<file path="config.mk">
export PLATFORM = sky130hd
export DESIGN_NAME = busy_sync_rx
export DESIGN_NICKNAME = d
export VERILOG_FILES = /design/src/rtl/rx_pkg.sv /design/src/rtl/rx_sync.sv /design/src/rtl/rx_shift.sv /design/src/rtl/busy_sync_rx.sv
export SDC_FILE = /design/constraint.sdc
export NUM_CORES = 1
export LEC_CHECK = 0
export BUFFER_PORTS_ARGS = -buffer_cell sky130_fd_sc_hd__buf_2
export CORE_ASPECT_RATIO = 0.8
export CORE_UTILIZATION = 50
export CTS_BUF_LIST = sky130_fd_sc_hd__clkbuf_4 sky130_fd_sc_hd__clkbuf_8
export CTS_CLUSTER_SIZE = 25
export DETAILED_ROUTE_END_ITERATION = 8
export PLACE_DENSITY = 0.77
export SLEW_MARGIN = 20
export SYNTH_ARGS = -nofsm -noshare
export SYNTH_HDL_FRONTEND = slang
export SYNTH_SLANG_ARGS = --single-unit
export TNS_END_PERCENT = 20
</file>
<file path="constraint.sdc">
create_clock -name clk -period 2.07 [get_ports clk]
set_input_delay 0.3105 -clock clk [delete_from_list [all_inputs] [get_ports clk]]
set_output_delay 0.3105 -clock clk [all_outputs]
set_load 0.03 [all_outputs]
</file>
<file path="src/rtl/rx_pkg.sv">
package rx_pkg;
    typedef enum logic [1:0] {
        ST_IDLE = 2'd0,
        ST_WAIT = 2'd1,
        ST_RECV = 2'd2
    } rx_state_t;
endpackage

</file>
<file path="src/rtl/rx_sync.sv">
module rx_sync #(
    parameter int W      = 3,
    parameter int STAGES = 2
) (
    input  logic         clk,
    input  logic         rst_n,
    input  logic [W-1:0] din,
    output logic [W-1:0] dout,
    output logic [W-1:0] dout_prev
);
    logic [W-1:0] stage [STAGES];

    genvar g;
    generate
        for (g = 0; g < STAGES; g++) begin : g_stage
            if (g == 0) begin : g_first
                always_ff @(posedge clk or negedge rst_n) begin
                    if (!rst_n) stage[0] <= '0;
                    else        stage[0] <= din;
                end
            end else begin : g_next
                always_ff @(posedge clk or negedge rst_n) begin
                    if (!rst_n) stage[g] <= '0;
                    else        stage[g] <= stage[g-1];
                end
            end
        end
    endgenerate

    always_ff @(posedge clk or negedge rst_n) begin
        if (!rst_n) dout_prev <= '0;
        else        dout_prev <= stage[STAGES-1];
    end

    assign dout = stage[STAGES-1];
endmodule

</file>
<file path="src/rtl/rx_shift.sv">
module rx_shift #(
    parameter int WORD_W = 12,
    localparam int CNT_W = $clog2(WORD_W + 1)
) (
    input  logic              clk,
    input  logic              rst_n,
    input  logic              clear,
    input  logic              shift_en,
    input  logic              bit_in,
    output logic [WORD_W-1:0] word_next,
    output logic [CNT_W-1:0]  cnt,
    output logic              last
);
    localparam logic [CNT_W-1:0] LAST_IDX = CNT_W'(WORD_W - 1);

    logic [WORD_W-1:0] shreg;

    assign word_next = {shreg[WORD_W-2:0], bit_in};
    assign last      = shift_en && (cnt == LAST_IDX);

    always_ff @(posedge clk or negedge rst_n) begin
        if (!rst_n) begin
            shreg <= '0;
            cnt   <= '0;
        end else if (clear) begin
            shreg <= '0;
            cnt   <= '0;
        end else if (shift_en) begin
            shreg <= word_next;
            cnt   <= last ? '0 : cnt + 1'b1;
        end
    end
endmodule

</file>
<file path="src/rtl/busy_sync_rx.sv">
module busy_sync_rx #(
    parameter int WORD_W      = 12,
    parameter int SYNC_STAGES = 2,
    localparam int CNT_W      = $clog2(WORD_W + 1)
) (
    input  logic              clk,
    input  logic              rst_n,
    input  logic              enable,
    input  logic              sclk_in,
    input  logic              sdata_in,
    input  logic              sel_in,
    output logic [WORD_W-1:0] word_out,
    output logic              word_valid,
    output logic              armed
);
    import rx_pkg::*;

    rx_state_t state_q, state_d;

    logic [2:0] pins_s, pins_p;
    logic sclk_s, sdata_s, sel_s, sclk_p, sel_p;
    logic sclk_fall, sel_rise, sel_toggle;
    logic abort, clear, shift_en, last;
    logic [WORD_W-1:0] word_next;
    logic [CNT_W-1:0]  bit_cnt;

    rx_sync #(.W(3), .STAGES(SYNC_STAGES)) u_sync (
        .clk       (clk),
        .rst_n     (rst_n),
        .din       ({sel_in, sdata_in, sclk_in}),
        .dout      (pins_s),
        .dout_prev (pins_p)
    );

    assign sclk_s  = pins_s[0];
    assign sdata_s = pins_s[1];
    assign sel_s   = pins_s[2];
    assign sclk_p  = pins_p[0];
    assign sel_p   = pins_p[2];

    assign sclk_fall  = sclk_p & ~sclk_s;
    assign sel_rise   = ~sel_p & sel_s;
    assign sel_toggle = sel_p ^ sel_s;

    assign abort    = (state_q == ST_RECV) && sel_toggle && (bit_cnt != '0);
    assign clear    = (state_q != ST_RECV) || abort || !enable;
    assign shift_en = (state_q == ST_RECV) && enable && sclk_fall && !abort;

    rx_shift #(.WORD_W(WORD_W)) u_shift (
        .clk       (clk),
        .rst_n     (rst_n),
        .clear     (clear),
        .shift_en  (shift_en),
        .bit_in    (sdata_s),
        .word_next (word_next),
        .cnt       (bit_cnt),
        .last      (last)
    );

    always_comb begin
        state_d = state_q;
        unique case (state_q)
            ST_IDLE: if (enable)    state_d = ST_WAIT;
            ST_WAIT: if (!enable)   state_d = ST_IDLE;
                     else if (sel_rise) state_d = ST_RECV;
            ST_RECV: if (!enable)   state_d = ST_IDLE;
                     else if (abort) state_d = ST_WAIT;
            default:                state_d = ST_IDLE;
        endcase
    end

    always_ff @(posedge clk or negedge rst_n) begin
        if (!rst_n) state_q <= ST_IDLE;
        else        state_q <= state_d;
    end

    always_ff @(posedge clk or negedge rst_n) begin
        if (!rst_n) begin
            word_out   <= '0;
            word_valid <= 1'b0;
        end else begin
            word_valid <= last;
            if (last) word_out <= word_next;
        end
    end

    assign armed = (state_q == ST_RECV);
endmodule

</file>
==> flow_summary_export.csv <==
group,metric,value,unit
outcome,outcome,"finished, final reports clean",
timing,slew_headroom,0.4620,
global_routing,grt_util_all_layers,0.1937,
timing,finalCritPeriodShare,0.8658,
synth,synthCells,121,
floorplan,initial_utilization,0.5396,
synth,synth-seq-cells,38,
cts,clkTransAtPathRegs,0.07,ns
cts,clock-sinks,38,
final_layout,area_growth,15.49,%
synth,netlist-cell-type-count,28,
critical_path,critPathArrivalTime,1.96,ns
place,pre_cts_ws,0.3061,ns
critical_path,max_stage_delay,0.44,ns
synth,seq_area_frac_synth,0.6230,
floorplan,row_count,17,
timing,worst_pin_slew,0.8070,ns
global_routing,antenna_found_initial,0,
final_layout,ff_latch_area,950.9,um^2
timing,finalMaxSlewViolations,0,
synth,synthTopCellsByArea,"dfrtp_1 (62%), mux2_4 (8.9%), nand2_1 (6.1%)",
floorplan,design.die.area,0.003279,mm^2
timing,clock.fmax,0.5580,GHz
route,wl_per_cell,14.74,um
cts,cts_setup_buffers,0,
floorplan,dieHeight,51.42,um
global_routing,grt_pass1_wl,4567,um
final_layout,post_route_cells_drive_above_1_share,0.3333,
synth,synth_top_area_cell,"dfrtp_1",
cts,cts-resized-gates,0,
global_routing,overflow,0,
final_layout,nFillCells,220,
final_layout,final_cell_mix,"dfrtp_1 (38), nand2_1 (25), buf_2 (19)",
route,drt_pass1_iterations,6,
route,routed_wl,2727,um
cts,htreeDepth,2,
route,postRouteAntennaNets,0,
cts,worstSkewPairLatency,0.29,ns
cts,cts_root_buf,"clkbuf_8",
timing,period_minus_slack,1.792,ns
synth,synthesis.nets,130,
synth,synth_area,0.001526,mm^2
global_routing,grt_max_degree,39,
timing,setup_viol,0,
timing,skew,0.004750,ns
place,gp_congestion,0.7500,
synth,avgSynthCellArea,12.62,um^2
critical_path,critPathKind,"flop to flop",
critical_path,startpoint_type,"flop",
place,port_buffers,19,
route,drtIter0Drc,25,
route,drc,0,
power,leakage,0.8673,nW
cts,clk_path_buf_depth,2,
timing,hold_viol_final,0,
timing,tns,0,ns
critical_path,required,2.24,ns
power,powerDensity,753.3,mW/mm^2
final_layout,mostFrequentLayoutCell,"dfrtp_1",
final_layout,antenna_cells,0,
critical_path,cpMaxStageDelayCell,"dfrtp_1",
critical_path,path_buf_inv,2,
route,vias,989,
cts,cts_tree,"done",
synth,yosys_warnings,0,
power,ir_worst_vdd,0.4355,mV
timing,rsz0062_at_grt,"false",
cts,ctsHoldBuffers,0,
synth,synth_top_area_frac,0.6230,
final_layout,nets,155,
critical_path,critical_path.top_delay_family,"flip-flops",
final_layout,multiInputGateArea,533.0,um^2
final_layout,finish.utilization,0.6232,
place,place_hpwl,1734,um
hold_path,holdCritPathClass,"input pin to asynchronous set/reset pin",
floorplan,core,0.002829,mm^2
critical_path,crit_path_end_kind,"flop",
route,vias_per_cell,5.346,
global_routing,grt_pass1_vias,931,
cts,numCtsBuffers,5,
timing,worst_slack,0.2777,ns
floorplan,die_x,63.78,um
floorplan,io_pins,20,
critical_path,critPathMaxFanout,13,
critical_path,crit_chain,"inv_1, ha_1, nor3b_2, o2111ai_2, buf_4, mux2_2",
job,drv_cap,0,
per-layer routing:
layer,GRT usage,wire [um]
met5,0,0
met4,0.09091,44
met3,0.05357,101
met2,0.2926,1324
met1,0.2608,1256
state kept, by name, summed over array words and instances, names as in the netlist:
signal and count:
u_sync.dout_prev 2, word_out 12, state_q 2, word_valid 1, u_shift.cnt 4, u_sync.stage 3, u_shift.shreg 11, u_sync.dout 3
kinds of logic (layout without fill, tap and decap cells):
group	after synthesis	in the layout	synth area share
AO/OA/AOI/OAI	25	25	0.1041
adder cells (fa/ha/maj)	3	3	0.02459
buffers and inverters	9	35	0.02787
flip-flops	38	38	0.6229
multiplexers	12	12	0.1107
AND/OR/NAND/NOR	34	34	0.1098
area by class of cell:
class,count,area share
Inverter,5,0.01065
Tap cell,38,0.02697
Clock inverter,2,0.007097
Timing Repair Buffer,22,0.06671
Multi-Input combinational cell,74,0.3023
Sequential cell,38,0.5394
Clock buffer,6,0.04684
worst paths after layout:
check | start | endpoint | slack [ns] | cells past startpoint
min in group clk | sel_in | u_sync.stage[5] | 0.13 | 1
max in group asynchronous | rst_n | u_sync.stage[5] | 1.45 | 1
setup / recovery | u_shift.cnt[0] | word_out[2] | 0.28 | 6
hold reg to reg | u_sync.stage[3] | u_sync.dout[0] | 0.35 | 0
hold / removal | rst_n | word_valid | 0.10 | 1
setup reg to reg | u_shift.cnt[0] | word_out[2] | 0.28 | 6
report_power, final:
part / leakage, nW / switching, W / internal, W / total [W]
Sequential: 0.510 / 0.00000632 / 0.000752 / 0.000759
Clock: 0.0472 / 0.000255 / 0.000267 / 0.000523
Combinational: 0.310 / 0.0000334 / 0.0000131 / 0.0000465
Total: 0.867 / 0.000295 / 0.00103 / 0.00133
cell usage after synthesis:
master and instances:
dfrtp_1 38, nand2_1 25, a21oi_1 15, mux2_4 9, inv_1 5, ha_1 3, mux2_2 3, clkbuf_1 2
o21ai_0 2, a211o_2 1, a21boi_0 1, a311oi_1 1, a31o_2 1, a41oi_1 1, and2b_1 1, and2b_2 1
and4b_2 1, buf_2 1, buf_6 1, nand2b_1 1, nand3b_1 1, nor2b_1 1, nor3_1 1, nor3b_2 1
o2111ai_2 1, o211ai_1 1, o21a_1 1, or4_2 1
per-stage QoR:
stage / instance area (um^2) / total power (W) / hold slack (ns) / instances
finish: 1763 / 0.001328 / 0.1041 / 185
global route: 1763 / 0.001375 / 0.1133 / 185
CTS: 1763 / 0.001343 / 0.1182 / 185
detailed placement: 1668 / 0.0008204 / 0.3371 / 177
global placement: 1668 / 0.0008174 / 0.3321 / 177
floorplan: 1526 / 0.0007923 / 0.01491 / 121
worst reg2reg max path: stages (launching register included):
cell       delay [ns]
dfrtp_1          0.44
inv_1            0.07
ha_1             0.19
nor3b_2          0.18
o2111ai_2        0.17
buf_4            0.28
mux2_2           0.36
(Power assumes the default switching activity.)
